File: src/rtl/pbus_pkg.sv
package pbus_pkg;
  typedef enum logic [1:0] {
    PB_IDLE   = 2'd0,
    PB_SETUP  = 2'd1,
    PB_ENABLE = 2'd2
  } pb_state_e;
endpackage

File: src/rtl/pbus_decode.sv
module pbus_decode #(
  parameter int NSLV  = 4,
  parameter int RGN_W = 4
) (
  input  logic [RGN_W-1:0] rgn,
  output logic [NSLV-1:0]  sel_oh,
  output logic             hit
);
  // one comparator per region
  for (genvar i = 0; i < NSLV; i++) begin : g_rgn
    assign sel_oh[i] = (rgn == RGN_W'(i));
  end
  assign hit = |sel_oh;
endmodule

File: src/rtl/pbus_fsm.sv
module pbus_fsm
  import pbus_pkg::*;
(
  input  logic      clk,
  input  logic      rst_n,
  input  logic      start,
  output pb_state_e state
);
  pb_state_e state_nx;

  always_comb begin
    state_nx = state;
    unique case (state)
      PB_IDLE:   state_nx = start ? PB_SETUP : PB_IDLE;
      PB_SETUP:  state_nx = PB_ENABLE;
      PB_ENABLE: state_nx = start ? PB_SETUP : PB_IDLE;
      default:   state_nx = PB_IDLE;
    endcase
  end

  always_ff @(posedge clk or negedge rst_n) begin
    if (!rst_n) state <= PB_IDLE;
    else        state <= state_nx;
  end
endmodule

File: src/rtl/pbus_datapath.sv
module pbus_datapath #(
  parameter int ADDR_W = 16,
  parameter int DATA_W = 32,
  parameter int NSLV   = 4
) (
  input  logic              clk,
  input  logic              rst_n,
  input  logic              start,
  input  logic              miss,
  input  logic              in_enable,
  input  logic              req_write,
  input  logic [ADDR_W-1:0] req_addr,
  input  logic [DATA_W-1:0] req_wdata,
  input  logic [NSLV-1:0]   sel_oh,
  input  logic [DATA_W-1:0] p_rdata,
  output logic [ADDR_W-1:0] p_addr,
  output logic              p_write,
  output logic [DATA_W-1:0] p_wdata,
  output logic [NSLV-1:0]   sel_r,
  output logic              rsp_done,
  output logic [DATA_W-1:0] rsp_rdata
);
  logic ld_wdata;
  logic finish;

  assign ld_wdata = start && req_write;
  assign finish   = in_enable || miss;

  // bus-side holding registers: loaded only when a mapped transfer starts
  always_ff @(posedge clk or negedge rst_n) begin
    if (!rst_n) begin
      p_addr  <= '0;
      p_write <= 1'b0;
      sel_r   <= '0;
    end else if (start) begin
      p_addr  <= req_addr;
      p_write <= req_write;
      sel_r   <= sel_oh;
    end
  end

  always_ff @(posedge clk or negedge rst_n) begin
    if (!rst_n)        p_wdata <= '0;
    else if (ld_wdata) p_wdata <= req_wdata;
  end

  // response side
  always_ff @(posedge clk or negedge rst_n) begin
    if (!rst_n) rsp_done <= 1'b0;
    else        rsp_done <= finish;
  end

  always_ff @(posedge clk or negedge rst_n) begin
    if (!rst_n)      rsp_rdata <= '0;
    else if (finish) rsp_rdata <= (in_enable && !p_write) ? p_rdata : '0;
  end
endmodule

File: src/rtl/pbus_bridge.sv
module pbus_bridge
  import pbus_pkg::*;
#(
  parameter int ADDR_W = 16,
  parameter int DATA_W = 32,
  parameter int NSLV   = 4,
  parameter int RGN_W  = 4
) (
  input  logic              clk,
  input  logic              rst_n,
  input  logic              req_valid,
  input  logic              req_write,
  input  logic [ADDR_W-1:0] req_addr,
  input  logic [DATA_W-1:0] req_wdata,
  output logic              req_busy,
  output logic              rsp_done,
  output logic [DATA_W-1:0] rsp_rdata,
  output logic [ADDR_W-1:0] p_addr,
  output logic [NSLV-1:0]   p_sel,
  output logic              p_en,
  output logic              p_write,
  output logic [DATA_W-1:0] p_wdata,
  input  logic [DATA_W-1:0] p_rdata
);
  localparam int RGN_LSB = ADDR_W - RGN_W;

  pb_state_e       state;
  logic [NSLV-1:0] sel_oh;
  logic [NSLV-1:0] sel_r;
  logic            hit;
  logic            window;
  logic            accept;
  logic            start;
  logic            miss;
  logic            in_enable;

  pbus_decode #(.NSLV(NSLV), .RGN_W(RGN_W)) u_dec (
    .rgn    (req_addr[ADDR_W-1:RGN_LSB]),
    .sel_oh (sel_oh),
    .hit    (hit)
  );

  // idle takes anything; enable takes only mapped commands
  assign in_enable = (state == PB_ENABLE);
  assign window    = (state == PB_IDLE) || (in_enable && hit);
  assign req_busy  = rst_n ? !window : 1'b0;
  assign accept    = req_valid && window;
  assign start     = accept && hit;
  assign miss      = accept && !hit;

  pbus_fsm u_fsm (
    .clk   (clk),
    .rst_n (rst_n),
    .start (start),
    .state (state)
  );

  pbus_datapath #(.ADDR_W(ADDR_W), .DATA_W(DATA_W), .NSLV(NSLV)) u_dp (
    .clk       (clk),
    .rst_n     (rst_n),
    .start     (start),
    .miss      (miss),
    .in_enable (in_enable),
    .req_write (req_write),
    .req_addr  (req_addr),
    .req_wdata (req_wdata),
    .sel_oh    (sel_oh),
    .p_rdata   (p_rdata),
    .p_addr    (p_addr),
    .p_write   (p_write),
    .p_wdata   (p_wdata),
    .sel_r     (sel_r),
    .rsp_done  (rsp_done),
    .rsp_rdata (rsp_rdata)
  );

  assign p_sel = (state == PB_IDLE) ? '0 : sel_r;
  assign p_en  = in_enable;
endmodule

File: config.mk
export PLATFORM = sky130hd
export DESIGN_NAME = pbus_bridge
export DESIGN_NICKNAME = d
export VERILOG_FILES = /design/src/rtl/pbus_pkg.sv /design/src/rtl/pbus_decode.sv /design/src/rtl/pbus_fsm.sv /design/src/rtl/pbus_datapath.sv /design/src/rtl/pbus_bridge.sv
export SDC_FILE = /design/constraint.sdc
export NUM_CORES = 1
export LEC_CHECK = 0
export ABC_CLOCK_PERIOD_IN_PS = 1700
export BUFFER_PORTS_ARGS = -buffer_cell sky130_fd_sc_hd__clkbuf_2
export CORE_MARGIN = 4
export CORE_UTILIZATION = 41
export DETAILED_ROUTE_END_ITERATION = 10
export GPL_TIMING_DRIVEN = 0
export PLACE_DENSITY = 0.76
export SKIP_LAST_GASP = 1
export SYNTH_ARGS = -nofsm -noshare
export SYNTH_HDL_FRONTEND = slang
export SYNTH_SLANG_ARGS = --single-unit
File: constraint.sdc
create_clock -name clk -period 1.7 [get_ports clk]
set_input_delay 0.34 -clock clk [delete_from_list [all_inputs] [get_ports clk]]
set_output_delay 0.34 -clock clk [all_outputs]
set_load 0.1 [all_outputs]
* Word level (Yosys, flattened, before mapping)
Cells that the tools add are included.
** Storage, ports and cells
- Input bits :: 84
- Bits in registers :: 88
- Word-level logic and storage cells :: 32
** Operators by class
- Reductions and logical operators :: 15
- Muxes and demuxes :: 5
- Equal/unequal tests :: 5
** Operators by type and width (count)
- 2-to-1 mux 32 bit :: 1
- == test 4 x 2 -> 1 bit (second input constant) :: 2
- logical AND 1 bit :: 6
- == test 4 x 1 -> 1 bit (second input constant) :: 1
- logical NOT 4 bit :: 1
- 2-to-1 mux 4 bit :: 1
- case mux 2 bit (2 select lines) :: 1
- OR reduction 4 bit :: 1
- logical NOT 1 bit :: 3
- == test 2 x 1 -> 1 bit (second input constant) :: 1
- == test 2 bit (second input constant) :: 1
- logical NOT 2 bit :: 1
- logical OR 1 bit :: 2
- 2-to-1 mux 1 bit :: 2
- OR reduction 2 bit :: 1

* Longest topological paths before layout
Gate-level depths: netlist of run 1.
- Depth in word-level cells :: 8
- Depth in mapped cells :: 6
- Depth with buffers taken out :: 4

* Cells and area by module
From an unflattened synthesis of run 1, not the netlist that was laid out.
** Unflattened totals
- Cells, all modules :: 208
- Area, all modules :: 3301.9 µm²
** Modules (own cells, without submodules)
- pbus_datapath :: times used 1, cells each 188, seq. area each 2152.1 µm², area each 3124.2 µm²
- pbus_bridge :: times used 1, cells each 11, seq. area each 0.0 µm², area each 72.6 µm²
- pbus_fsm :: times used 1, cells each 4, seq. area each 50.0 µm², area each 65.1 µm²
- pbus_decode :: times used 1, cells each 5, seq. area each 0.0 µm², area each 40.0 µm²

* Worst setup path after synthesis of run 1
No wires, ideal clock.
- Kind :: register to register
- Start point :: reg u_fsm.state[0]
- End point :: reg u_dp.rsp_rdata[10]
- Arrival time :: 2623 ps
- Path buffers :: 2
- Cell stages (with the launch flop) :: 6
- Setup slack :: -992 ps
- Data required time :: 1631 ps
- Setup time :: 69 ps
- Cells stage by stage :: dfrtp_1 nor2b_1 nor2b_1 clkbuf_1 clkbuf_1 a22o_1
** On the way
- Word-level cells in the longest chain between the ends :: 6
- Elaborated cells on any way between the ends :: 9
- Those cells by class :: eq/ne (1); mux (1); reduce/logical (7)
** Ends and longest elaborated chain
- from (decl) :: RTL line pbus_fsm.sv:7 : output pb_state_e state
- from (signal assigned) :: RTL line pbus_fsm.sv:23 : else state <= state_nx;
- == test 2 bit * :: RTL line pbus_bridge.sv:44 : assign in_enable = (state == PB_ENABLE);
- named net p_en :: RTL line pbus_bridge.sv:20 : output logic p_en,
- logical AND 1 bit :: RTL line pbus_bridge.sv:45 : assign window = (state == PB_IDLE) || (in_enable && hit);
- logical OR 1 bit :: RTL line pbus_bridge.sv:45
- logical AND 1 bit :: RTL line pbus_bridge.sv:47 : assign accept = req_valid && window;
- logical AND 1 bit :: RTL line pbus_bridge.sv:49 : assign miss = accept && !hit;
- logical OR 1 bit :: RTL line pbus_datapath.sv:27 : assign finish = in_enable || miss;
- to (signal assigned) :: RTL line pbus_datapath.sv:55 : else if (finish) rsp_rdata <= (in_enable && !p_write) ? p_rdata : '0;
- to (decl) :: RTL line pbus_datapath.sv:21 : output logic [DATA_W-1:0] rsp_rdata
Mark *: on every way through the listed nets, which the timed path passes. The rest lies on a longest branch.
A chain may end at the register's enable or synchronous reset.

* Final worst setup path of run 1
- Start point :: reg u_fsm.state[0]
- End point :: reg u_dp.p_wdata[6]
** On the way
- Word-level cells in the longest chain between the ends :: 6
- Elaborated cells on any way between the ends :: 7
- Those cells by class :: eq/ne (1); reduce/logical (6)
** Ends and longest elaborated chain
- == test 2 bit :: RTL line pbus_bridge.sv:44
- logical AND 1 bit :: RTL line pbus_bridge.sv:45
- logical OR 1 bit * :: RTL line pbus_bridge.sv:45
- logical AND 1 bit * :: RTL line pbus_bridge.sv:47
- logical AND 1 bit * :: RTL line pbus_bridge.sv:48 : assign start = accept && hit;
- logical AND 1 bit * :: RTL line pbus_datapath.sv:26 : assign ld_wdata = start && req_write;
- to (signal assigned) :: RTL line pbus_datapath.sv:44 : else if (ld_wdata) p_wdata <= req_wdata;
- to (decl) :: RTL line pbus_datapath.sv:18 : output logic [DATA_W-1:0] p_wdata,
Mark *: on every way between the ends. The rest lies on a longest branch, timed or not.

==> results.txt, run 1 <==
----------------------------------------------------
[Synth]
  Count of flip-flops with a built-in enable after synthesis ... 0
  Synthesis Warnings ... 0
  Synthesized instance count ... 239
  Synth Area per Inst ... 14.1 µm²
  Leading register cell type out of synthesis ... sky130_fd_sc_hd__dfrtp_1
  Share of the synthesized area in the top cell type ... 0.653
  Cell type with the largest total area after synthesis ... sky130_fd_sc_hd__dfrtp_1
  Cells taking the most area after synthesis ... sky130_fd_sc_hd__dfrtp_1 65%, sky130_fd_sc_hd__mux2_4 13%, sky130_fd_sc_hd__a22o_1 8.3%, sky130_fd_sc_hd__nand2_1 5.7%, sky130_fd_sc_hd__nor2b_1 1.3%
  Synth unique cells ... 20
  Cell with the most instances after synthesis ... sky130_fd_sc_hd__dfrtp_1
  Sequential cell area fraction in the yosys report ... 0.653
  Syn nets ... 323
  Area of the mapped netlist ... 3370 µm²
  Most frequent cells after synthesis ... 88 x sky130_fd_sc_hd__dfrtp_1, 51 x sky130_fd_sc_hd__nand2_1, 32 x sky130_fd_sc_hd__a22o_1
  Fraction of synthesis flops using an asynchronous set or reset pin ... 1.00
  Register bit count reported by yosys ... 88

[STA]
  Tightest hold margin ... 0.0709 ns
  Final-report setup violation count ... 16
  Worst slew pin tran ... 0.560 ns
  Highest clock rate ... 579 MHz
  Number of pins exceeding their max-slew limit in the final report ... 0
  Final Hold Violating Endpoints ... 0
  Remaining max-slew budget at the tightest pin ... 0.628
  Ratio of final minimum period to clock period ... 1.02
  Min Tclk post-route ... 1.73 ns
  Setup WS post-layout ... -0.0276 ns
  Unrepaired setup endpoints after global routing ... true
  Post-Route Setup TNS ... -0.167 ns
  Clock Skews ... 0.0115 ns

[Power]
  Areal power density over the cells ... 1520 nW/µm²
  Peak supply drop ... 1.04 mV
  Power after layout ... 7.55 mW
  Leak ... 2.79 nW

[Layout]
  Count of antenna diodes in the layout ... 0
  Fin cells ... 539
  Fraction of the core area covered by cells at the end of the flow ... 0.633
  Number of fill cells ... 647
  Fraction of layout cells with a size suffix above 1 ... 0.570
  Post-layout nets ... 516
  Layout area overhead ... 47.2%

[Setup path]
  Launching point of the worst reg2reg path ... u_fsm.state[0]$_DFF_PN0_
  Critical Path Start Type ... flop
  Worst setup slack for register-to-register paths ... -0.03 ns
  Depth of the most critical reg-to-reg path ... 5
  Max FO, Critical Path ... 8
  Worst Setup Path Type ... reg -> reg
  Origin of the worst setup path ... u_fsm.state[0]$_DFF_PN0_
  Required time worst endpoint ... 1.92 ns
  Crit Reg-Reg Endpoint ... u_dp.p_wdata[6]$_DFFE_PN0P_
  Worst setup path endpoint ... u_dp.p_wdata[6]$_DFFE_PN0P_
  Arrival time at the worst endpoint ... 1.95 ns
  Kind of capture point of the worst setup path ... flop

[Place]
  Routability congestion estimate from global placement ... 0.786
  Placed wire-length estimate after detailed placement ... 6400 µm
  Placed Cells incl. Taps ... 513
  Quantity of I/O buffers inserted on ports ... 171

[Floorplanning]
  Core Box Area ... 7850 µm²
  Starting utilization of the core area ... 0.430
  Die extent in x ... 98.7 µm
  Die ar. ... 9740 µm²
  Placement row count ... 32
  I/O pin count ... 172
  Chip height ... 98.7 µm

[GRT]
  First-pass GRT wire length ... 14900 µm
  Met3 usage in global routing ... 0.0495
  Global router's overall resource usage ... 0.194
  Met2 global-route usage ... 0.319
  Vias in the first global route ... 2882
  GRT Residual Overflow ... 0
  Grt peak-use layer ... met2
  Number of antenna violations at the first check in global routing ... 0
  Largest net degree at the start of global routing ... 36
  Global-route track usage on met1 ... 0.249

[CTS]
  TritonCTS sink count ... 88
  CTS Root Cell ... sky130_fd_sc_hd__clkbuf_8
  Clk_lat worst skew ... 0.34 ns
  Max H-tree Level ... 3
  Number of buffers inserted during clock tree synthesis ... 9
  CTS tree ... yes
  Clock-pin slew reported for the worst setup and hold paths after clock tree synthesis ... 0.09 ns
  Maximum number of buffers from clock root to sink ... 2

[Run status]
  Failing checks ... setup timing
  Status ... finished, violations left

[Drt]
  Routed wire length per instance ... 16.8 µm
  Via/cell ratio ... 4.78
  Iter 0 DRT Violations ... 47
  Final antenna-violating net count ... 0
  Pre-antenna DRT Iters ... 4
  Total via count after detailed routing ... 2575
  Remaining routing DRC violations ... 0
  Wirelength, routed ... 9080 µm

[Run]
  Number of maximum-capacitance constraint violations ... 0

[Worst hold path]
  Type of the tightest min-delay check ... in -> async

----------------------------------------------------
==> worst max-delay path, cell delays in order, from the launching register on <==
cell	delay, ns
sky130_fd_sc_hd__dfrtp_1	0.40
sky130_fd_sc_hd__or4b_4	0.55
sky130_fd_sc_hd__clkinv_8	0.08
sky130_fd_sc_hd__nand2_8	0.10
sky130_fd_sc_hd__clkbuf_16	0.19
sky130_fd_sc_hd__mux2_4	0.29
==> sequential cells by signal, indices dropped and copies added, names as in the netlist <==
| signal | cells |
|---|---|
| u_dp.p_addr | 16 |
| u_dp.p_wdata | 32 |
| u_dp.p_write | 1 |
| u_dp.rsp_done | 1 |
| u_dp.rsp_rdata | 32 |
| u_dp.sel_r | 4 |
| u_fsm.state | 2 |
==> metrics by stage <==
| stage | area, µm² | setup WS [ns] |
|---|---|---|
| 6_report | 4960 | -0.0276 |
| 5_1_grt | 4960 | -0.0675 |
| 3_3_place_gp | 4390 | -1.32 |
| 3_5_place_dp | 4420 | -0.447 |
| 2_1_floorplan | 3410 | -0.466 |
| 4_1_cts | 4910 | -0.0846 |
==> power by group <==
part | switching [mW] | total [mW] | internal, mW
logic | 2.69 | 3.33 | 0.637
registers | 0.194 | 2.60 | 2.41
clock network | 0.706 | 1.62 | 0.912
==> routing by layer <==
| metal | vias up | wire [µm] |
|---|---|---|
| met4 | 0 | 141 |
| met2 | 121 | 4610 |
| met1 | 1232 | 3680 |
| met3 | 16 | 644 |
| met5 | - | 0 |
| li1 | 1206 | - |
==> layout make-up <==
type	count	area, µm²	share of cell area
plain buffers	11	105	0.0212
clock buffers	12	155	0.0313
clock inverters	4	76.3	0.0154
inverters	2	20.0	0.00403
multi-input cells	135	1110	0.224
flip-flops and latches	88	2200	0.444
well taps	102	128	0.0257
repair buffers	185	1160	0.234
==> how the worst min path moves through the flow <==
stage / start / end / slack [ns] / cells past startpoint
finish: rst_n / u_dp.p_wdata[18]$_DFFE_PN0P_ / 0.07 / 3
global route: rst_n / u_dp.p_wdata[17]$_DFFE_PN0P_ / 0.06 / 3
CTS: rst_n / u_dp.p_wdata[17]$_DFFE_PN0P_ / 0.06 / 3
detailed placement: rst_n / u_dp.p_wdata[17]$_DFFE_PN0P_ / 0.37 / 1
global placement: u_dp.sel_r[3]$_DFFE_PN0P_ / u_dp.sel_r[3]$_DFFE_PN0P_ / 0.44 / 2
floorplan: rst_n / u_dp.p_addr[0]$_DFFE_PN0P_ / 0.04 / 0
==> cell families (layout without fill, tap and decap cells) <==
group | Yosys count | after routing | synth area share
flops | 88 | 88 | 0.653
simple gates | 66 | 66 | 0.0868
buf+inv | 16 | 214 | 0.0267
mux | 32 | 32 | 0.139
compound gates | 37 | 37 | 0.0943
==> placed cells by master, fill, tap and decap left out, types with 5 or more instances in the layout <==
master                       n
sky130_fd_sc_hd__nand2_1    51
sky130_fd_sc_hd__clkbuf_2  167
sky130_fd_sc_hd__dfrtp_1    87
sky130_fd_sc_hd__buf_12      7
sky130_fd_sc_hd__mux2_4     29
sky130_fd_sc_hd__a22o_1     32
sky130_fd_sc_hd__clkbuf_8   15
sky130_fd_sc_hd__nor2b_1     5
sky130_fd_sc_hd__buf_4       6
==> repair_timing <==
| item | CTS | global route |
|---|---|---|
| resized for setup | 20 | 25 |
| gates cloned | 3 | 1 |
| hold buffers | 3 | 0 |
| setup endpoints to repair | 37 | 78 |
| setup buffers | 6 | 0 |
| hold endpoints to repair | 35 | 0 |
| pin swaps | 2 | 2 |
Power figures use the tool's default switching activity.
==> run 2: changes to the inputs <==
CORE_ASPECT_RATIO = 1.5   (was not set)
==> run 2 against run 1 <==
Compared with the run above: the flow finishes with violations (hold timing, setup timing); critical path depth unchanged; sequential power about the same; first-iteration DRC count increased by 23%; utilization decreased by 2.4 points; clock skew decreased by 0.0029 ns.
==> results.txt, run 2 (synthesis gave the netlist of run 1 again) <==
----------------------------------------------------
[Run status]
  Status ... finished, violations left
  Failing checks ... hold timing, setup timing

[Layout]
  Leading cell type in the layout, fill and taps excluded ... sky130_fd_sc_hd__clkbuf_2
  Post-layout nets ... 511 (-0.97%)
  Fraction of layout cells with a size suffix above 1 ... 0.549 (-0.0212)
  Layout area overhead ... 44.5%
  Finished Cell Area ... 4870 µm² (-1.8%)
  Registers with the most flip-flops ... u_dp.p_wdata (32), u_dp.rsp_rdata (32), u_dp.p_addr (16)
  Count of antenna diodes in the layout ... 0 (unchanged)
  Number of fill cells ... 661 (+2.2%)
  Most used cells in the layout excluding fill and tap cells ... 167 x sky130_fd_sc_hd__clkbuf_2, 87 x sky130_fd_sc_hd__dfrtp_1, 51 x sky130_fd_sc_hd__nand2_1, 32 x sky130_fd_sc_hd__a22o_1, 29 x sky130_fd_sc_hd__mux2_4

[STA]
  Unrepaired setup endpoints after global routing ... true
  Final-report setup violation count ... 29 (+13)
  Post-Route Setup TNS ... -0.524 ns (-0.357 ns)
  Highest clock rate ... 578 MHz (-0.17%)
  Ratio of final minimum period to clock period ... 1.02 (+0.00176)
  Remaining max-slew budget at the tightest pin ... 0.619 (-0.00908)
  Setup WS post-layout ... -0.0306 ns (-0.00300 ns)
  Tightest hold margin ... -0.0180 ns (-0.0889 ns)
  Worst slew pin tran ... 0.574 ns (+0.0137 ns)
  Final Hold Violating Endpoints ... 41 (+41)
  Min Tclk post-route ... 1.73 ns (+0.00300 ns)
  Number of pins exceeding their max-slew limit in the final report ... 0 (unchanged)
  Clock Skews ... 0.00861 ns (-0.00289 ns)

[GRT]
  First-pass GRT wire length ... 12900 µm (-13%)
  Number of antenna violations at the first check in global routing ... 0 (unchanged)
  Global router's overall resource usage ... 0.171 (-0.0224)
  Largest net degree at the start of global routing ... 50 (+39%)
  GRT Residual Overflow ... 0 (unchanged)
  Vias in the first global route ... 2735 (-5.1%)

[Floorplanning]
  Die ar. ... 9770 µm² (+0.30%)
  Core Box Area ... 8010 µm² (+2.0%)
  Starting utilization of the core area ... 0.421 (-0.00859)
  Placement row count ... 40 (+25%)
  Chip height ... 119 µm (+21%)
  I/O pin count ... 172 (unchanged)
  Die extent in x ... 82.0 µm (-17%)

[Place]
  Routability congestion estimate from global placement ... 0.729 (-7.3%)
  Placed wire-length estimate after detailed placement ... 6000 µm (-6.3%)
  Placed inst area ... 4430 µm² (about the same)
  Quantity of I/O buffers inserted on ports ... 171 (unchanged)
  Post-place setup slack ... -0.485 ns (-0.0381 ns)

[Drt]
  Iter 0 DRT Violations ... 58 (+23%)
  Remaining routing DRC violations ... 0 (unchanged)
  Pre-antenna DRT Iters ... 4 (unchanged)
  Total via count after detailed routing ... 2586 (+0.43%)
  Routed wire length per instance ... 15.0 µm (-11%)
  Via/cell ratio ... 4.82 (+0.80%)
  Wirelength, routed ... 8050 µm (-11%)
  Final antenna-violating net count ... 0 (unchanged)

[Setup path]
  Chain of cells forming the critical path ... or4b_4 > clkinv_8 > nand2_8 > buf_12 > mux2_4
  Worst Setup Path Type ... reg -> reg
  Kind of capture point of the worst setup path ... flop
  Delay of the slowest cell on the worst path ... 0.56 ns (about the same)
  Max FO, Critical Path ... 10 (+2)
  Arrival time at the worst endpoint ... 1.94 ns (about the same)
  Critical Path Start Type ... flop
  Critical-path cell with the highest stage delay ... sky130_fd_sc_hd__or4b_4
  Required time worst endpoint ... 1.91 ns (about the same)

[Power]
  Leak ... 2.74 nW (-2.1%)
  Internal power summed over all cells ... 4.31 mW (+9.0%)
  Share of power burned in the clock network ... 0.266 (+0.052)
  Share of total power in combinational logic ... 0.410 (-0.031)
  Power spent charging and discharging nets ... 3.67 mW (+2.3%)
  Sw frac ... 0.460 (-0.0158)
  Relative contribution of sequential cells to total power ... 0.323 (-0.021)
  Areal power density over the cells ... 1640 nW/µm² (+7.8%)
  Peak supply drop ... 1.08 mV (+3.2%)

[CTS]
  Max H-tree Level ... 3 (unchanged)
  Clock-pin slew reported for the worst setup and hold paths after clock tree synthesis ... 0.06 ns (-0.03 ns)
  Number of buffers inserted during clock tree synthesis ... 9 (unchanged)
  CTS tree ... yes
  Clk_lat worst skew ... 0.33 ns (about the same)
  TritonCTS sink count ... 88 (unchanged)
  Maximum number of buffers from clock root to sink ... 2 (unchanged)
  CTS Root Cell ... sky130_fd_sc_hd__clkbuf_16

[Run]
  Number of maximum-capacitance constraint violations ... 0 (unchanged)

[Worst hold path]
  Type of the tightest min-delay check ... in -> async

----------------------------------------------------
==> run 2: final timing paths <==
check / from / to / slack (ns) / cells after the start
min reg2reg: u_dp.sel_r[1]$_DFFE_PN0P_ / u_dp.sel_r[1]$_DFFE_PN0P_ / 0.47 / 2
max in group asynchronous: rst_n / u_dp.rsp_rdata[5]$_DFFE_PN0P_ / 0.80 / 3
min: rst_n / u_dp.rsp_rdata[31]$_DFFE_PN0P_ / -0.02 / 2
min in group clk: req_addr[9] / u_dp.p_addr[9]$_DFFE_PN0P_ / 0.20 / 3
max: u_fsm.state[0]$_DFF_PN0_ / u_dp.p_wdata[0]$_DFFE_PN0P_ / -0.03 / 5
max reg2reg: u_fsm.state[0]$_DFF_PN0_ / u_dp.p_wdata[0]$_DFFE_PN0P_ / -0.03 / 5
==> run 2: timing repair <==
| action | 4_1_cts | 5_1_grt |
|---|---|---|
| hold endpoints to repair | 40 | 1 |
| hold buffers | 2 | 2 |
| buffers inserted | 3 | 1 |
| setup endpoints to repair | 44 | 70 |
| gates resized for setup | 12 | 11 |
| pin swaps | 1 | 0 |
==> run 2: through the flow <==
stage | utilization | power [mW] | hold WS, ns | instances
floorplan | - | 5.29 | 0.0444 | 239
global placement | 0.549 | 5.84 | 0.443 | 515
detailed placement | 0.553 | 5.88 | 0.405 | 516
CTS | 0.605 | 8.06 | -0.0147 | 535
global route | 0.609 | 8.27 | -0.00814 | 537
finish | 0.609 | 7.99 | -0.0180 | 537
==> run 2: layout make-up <==
class                      count  area, µm²  share of cell area
timing repair buffer         179       1010               0.207
multi-input combinational    135       1100               0.225
sequential                    88       2200               0.452
inverter                       2       20.0             0.00411
clock inverter                 7        101              0.0208
buffer                        12       87.6              0.0180
clock buffer                   9        225              0.0462
tap                          105        131              0.0270
==> run 2: critical path, delay by kind of cell (launching register included) <==
family | cells | cell delay, ns
simple gates | 2 | 0.63
mux | 1 | 0.30
buf+inv | 2 | 0.24
flops | 1 | 0.44
==> run 2: power by group through the flow <==
stage          Combinational (mW)  Clock (mW)  Sequential (mW)
3_3_place_gp                 3.23           0             2.61
2_1_floorplan               0.482           0             4.81
5_1_grt                      3.38        2.26             2.62
4_1_cts                      3.29        2.18             2.59
6_report                     3.28        2.13             2.58
3_5_place_dp                 3.27           0             2.61
==> run 2: layer usage <==
metal,vias up,GRT usage,wire (µm)
met4,0,0.0884,223
met1,1247,0.194,3040
met2,118,0.282,3970
li1,1203,-,-
met3,18,0.0537,823
met5,-,0,0
==> run 3: changes to the inputs <==
CORE_UTILIZATION = 40   (was 41)
PLACE_DENSITY = 0.75   (was 0.76)
SLEW_MARGIN = 20   (was not set)
SYNTH_HIERARCHICAL = 1   (was not set)
==> run 3 against run 2 <==
Compared with the run above: the flow finishes with violations (hold timing); total power is 5.3% higher; largest power group unchanged; register-to-register slack improved by 0.18 ns; highest routed layer unchanged; sequential cell count did not move.
==> results.txt, run 3 <==
----------------------------------------------------
[Synth]
  Syn nets ... 292 (-9.6%)
  Area share of xor/xnor cells in the synthesized design ... 0 (unchanged)
  Most frequent cells after synthesis ... 88 x sky130_fd_sc_hd__dfrtp_1, 32 x sky130_fd_sc_hd__a22o_1, 29 x sky130_fd_sc_hd__mux2_1
  Post-synthesis simple-gate area fraction ... 0.0413 (-0.0455)
  Synth unique cells ... 20 (unchanged)
  Adder and majority cell fraction of the synthesized area ... 0 (unchanged)
  Cells taking the most area after synthesis ... sky130_fd_sc_hd__dfrtp_1 67%, sky130_fd_sc_hd__mux2_1 9.9%, sky130_fd_sc_hd__a22o_1 8.5%, sky130_fd_sc_hd__mux2_2 7.8%, sky130_fd_sc_hd__nor2b_1 1.3%
  Compound-gate portion of the synthesized area ... 0.0887 (-0.00558)
  Sequential cell area fraction in the yosys report ... 0.667 (+0.0139)
  Cell with the most instances after synthesis ... sky130_fd_sc_hd__dfrtp_1
  Dominant combinational cell family by area after synthesis ... multiplexers
  Synthesized instance count ... 208 (-13%)
  Fraction of synthesis flops using an asynchronous set or reset pin ... 1.00 (unchanged)
  Cell type with the largest total area after synthesis ... sky130_fd_sc_hd__dfrtp_1
  Count of flip-flops with a built-in enable after synthesis ... 0 (unchanged)
  Synth Area per Inst ... 15.9 µm² (+13%)
  Synthesis Warnings ... 6 (+6)
  Area of the mapped netlist ... 3300 µm² (-2.1%)
  Leading register cell type out of synthesis ... sky130_fd_sc_hd__dfrtp_1
  Register bit count reported by yosys ... 88 (unchanged)
  Share of the synthesized area in the top cell type ... 0.667 (+0.0139)
  Share of synthesized area spent on multiplexers ... 0.177 (+0.0382)

[CTS]
  Clk_lat worst skew ... 0.33 ns (about the same)
  Clock-pin slew reported for the worst setup and hold paths after clock tree synthesis ... 0.06 ns (about the same)
  CTS Root Cell ... sky130_fd_sc_hd__clkbuf_16
  Post-CTS setup buffers ... 0 (-3)
  Number of buffers inserted during clock tree synthesis ... 9 (unchanged)
  Max H-tree Level ... 3 (unchanged)
  TritonCTS sink count ... 88 (unchanged)
  Maximum number of buffers from clock root to sink ... 2 (unchanged)
  CTS tree ... yes

[Place]
  Quantity of I/O buffers inserted on ports ... 171 (unchanged)
  Placed wire-length estimate after detailed placement ... 5860 µm (-2.3%)
  Routability congestion estimate from global placement ... 0.754 (+3.5%)
  Placed Cells incl. Taps ... 484 (-6.2%)

[Layout]
  Registers with the most flip-flops ... u_dp/p_wdata (32), u_dp/rsp_rdata (32), u_dp/p_addr (16)
  Layout area overhead ... 44.5% (about the same)
  Post-layout nets ... 474 (-7.2%)
  Fin cells ... 500 (-6.9%)
  Sequential standard cell area ... 2200 µm² (about the same)
  Leading cell type in the layout, fill and taps excluded ... sky130_fd_sc_hd__clkbuf_2
  Most used cells in the layout excluding fill and tap cells ... 165 x sky130_fd_sc_hd__clkbuf_2, 86 x sky130_fd_sc_hd__dfrtp_1, 32 x sky130_fd_sc_hd__a22o_1, 29 x sky130_fd_sc_hd__mux2_1, 23 x sky130_fd_sc_hd__mux2_2
  Footprint of the multi-input gates ... 1030 µm² (-6.4%)
  Count of antenna diodes in the layout ... 0 (unchanged)
  Number of fill cells ... 655 (-0.91%)
  Fraction of layout cells with a size suffix above 1 ... 0.585 (+0.0362)

[Power]
  Areal power density over the cells ... 1760 nW/µm² (+7.5%)
  Peak supply drop ... 1.14 mV (+6.1%)
  Leak ... 2.51 nW (-8.4%)

[STA]
  Final Hold Violating Endpoints ... 88 (+110%)
  Number of pins exceeding their max-slew limit in the final report ... 0 (unchanged)
  Final-report setup violation count ... 0 (-100%)
  Highest clock rate ... 604 MHz (+4.6%)
  Post-Route Setup TNS ... 0 ns (+0.524 ns)
  Clock Skews ... 0.00646 ns (-0.00215 ns)
  Worst slew pin tran ... 0.571 ns (-0.00303 ns)
  Unrepaired setup endpoints after global routing ... true
  Tightest hold margin ... -0.0683 ns (-0.0503 ns)
  Ratio of final minimum period to clock period ... 0.973 (-0.0448)
  Min Tclk post-route ... 1.65 ns (-0.0762 ns)
  Remaining max-slew budget at the tightest pin ... 0.621 (+0.00201)

[Worst hold path]
  Type of the tightest min-delay check ... in -> async

[Run status]
  Status ... finished, violations left
  Failing checks ... hold timing

[Floorplanning]
  I/O pin count ... 172 (unchanged)
  Core Box Area ... 8010 µm² (unchanged)
  Chip height ... 119 µm (+0.17%)
  Starting utilization of the core area ... 0.412 (-0.00875)
  Die extent in x ... 82.2 µm (+0.17%)
  Die ar. ... 9800 µm² (+0.34%)
  Placement row count ... 40 (unchanged)

[Drt]
  Via/cell ratio ... 4.84 (+0.46%)
  Iter 0 DRT Violations ... 56 (-3.4%)
  Final antenna-violating net count ... 0 (unchanged)
  Pre-antenna DRT Iters ... 4 (unchanged)
  Total via count after detailed routing ... 2419 (-6.5%)
  Remaining routing DRC violations ... 0 (unchanged)
  Wirelength, routed ... 7700 µm (-4.4%)
  Routed wire length per instance ... 15.4 µm (+2.7%)

[Setup path]
  Arrival time at the worst endpoint ... 1.31 ns (-0.63 ns)
  Critical Path Start Type ... flop
  Max FO, Critical Path ... 7 (-3)
  Required time worst endpoint ... 1.36 ns (-0.55 ns)
  Kind of capture point of the worst setup path ... output pin
  Worst Setup Path Type ... reg -> out
  Worst setup slack for register-to-register paths ... 0.15 ns (+0.18 ns)

[GRT]
  Global router's overall resource usage ... 0.164 (-0.00676)
  Vias in the first global route ... 2539 (-7.2%)
  GRT Residual Overflow ... 0 (unchanged)
  Largest net degree at the start of global routing ... 90 (+80%)
  First-pass GRT wire length ... 12300 µm (-4.1%)
  Number of antenna violations at the first check in global routing ... 0 (unchanged)

[Run]
  Number of maximum-capacitance constraint violations ... 0 (unchanged)

----------------------------------------------------
run 3: critical path, cell delays in order (launching register included):
cell                       delay (ns)
sky130_fd_sc_hd__dfrtp_2         0.46
sky130_fd_sc_hd__and2b_4         0.28
sky130_fd_sc_hd__clkbuf_8        0.23
run 3: report_power, final:
part / internal (mW) / leakage (nW) / switching [mW]
Sequential: 2.42 / 1.12 / 0.166
Combinational: 0.509 / 1.20 / 2.79
Clock: 1.74 / 0.186 / 0.787
run 3: area by class of cell:
class	count	area share
flip-flops and latches	88	0.462
multi-input cells	106	0.215
repair buffers	171	0.194
clock buffers	9	0.0472
clock inverters	7	0.0349
well taps	105	0.0275
plain buffers	12	0.0176
inverters	2	0.00157
run 3: cell families (layout without fill, tap and decap cells):
group | Yosys count | after routing
AOI/OAI and AO/OA | 34 | 34
DFF | 88 | 88
and+or+nand+nor | 20 | 20
buffers and inverters | 14 | 201
muxes | 52 | 52
run 3: timing repair:
item / in CTS / in global routing
gates cloned: 0 / 0
endpoints found under the setup margin: 6 / 64
endpoints found under the hold margin: 88 / 88
gates resized for setup: 13 / 9
run 3: final timing paths:
kind                                             startpoint                       endpoint  cells after the start
worst min-delay path                                  rst_n   u_dp/p_wdata[22]$_DFFE_PN0P_                      1
max in group asynchronous                             rst_n       u_fsm/state[1]$_DFF_PN0_                      1
worst min register to register  u_dp/p_wdata[7]$_DFFE_PN0P_    u_dp/p_wdata[7]$_DFFE_PN0P_                      1
min in group clk                              req_wdata[17]   u_dp/p_wdata[17]$_DFFE_PN0P_                      2
worst max register to register     u_fsm/state[0]$_DFF_PN0_  u_dp/rsp_rdata[6]$_DFFE_PN0P_                      4
worst max-delay path               u_fsm/state[0]$_DFF_PN0_                           p_en                      2
run 3: per-layer routing:
| layer | vias up | global-route usage | wire (µm) |
|---|---|---|---|
| met4 | 0 | 0.0738 | 178 |
| met5 | - | 0 | 0 |
| met1 | 1174 | 0.195 | 2970 |
| li1 | 1120 | - | - |
| met3 | 15 | 0.0582 | 632 |
| met2 | 110 | 0.262 | 3920 |
run 3: through the flow:
stage	setup WS, ns	power (mW)	utilization	instance area, µm²	hold slack, ns
6_report	0.0456	8.41	0.596	4770	-0.0683
2_1_floorplan	-0.487	5.33	-	3300	0.0444
5_1_grt	-0.00818	8.70	0.596	4770	-0.0293
3_3_place_gp	-1.32	5.89	0.536	4290	0.475
4_1_cts	-0.0290	8.49	0.593	4750	-0.0420
3_5_place_dp	-0.260	5.93	0.537	4300	0.445
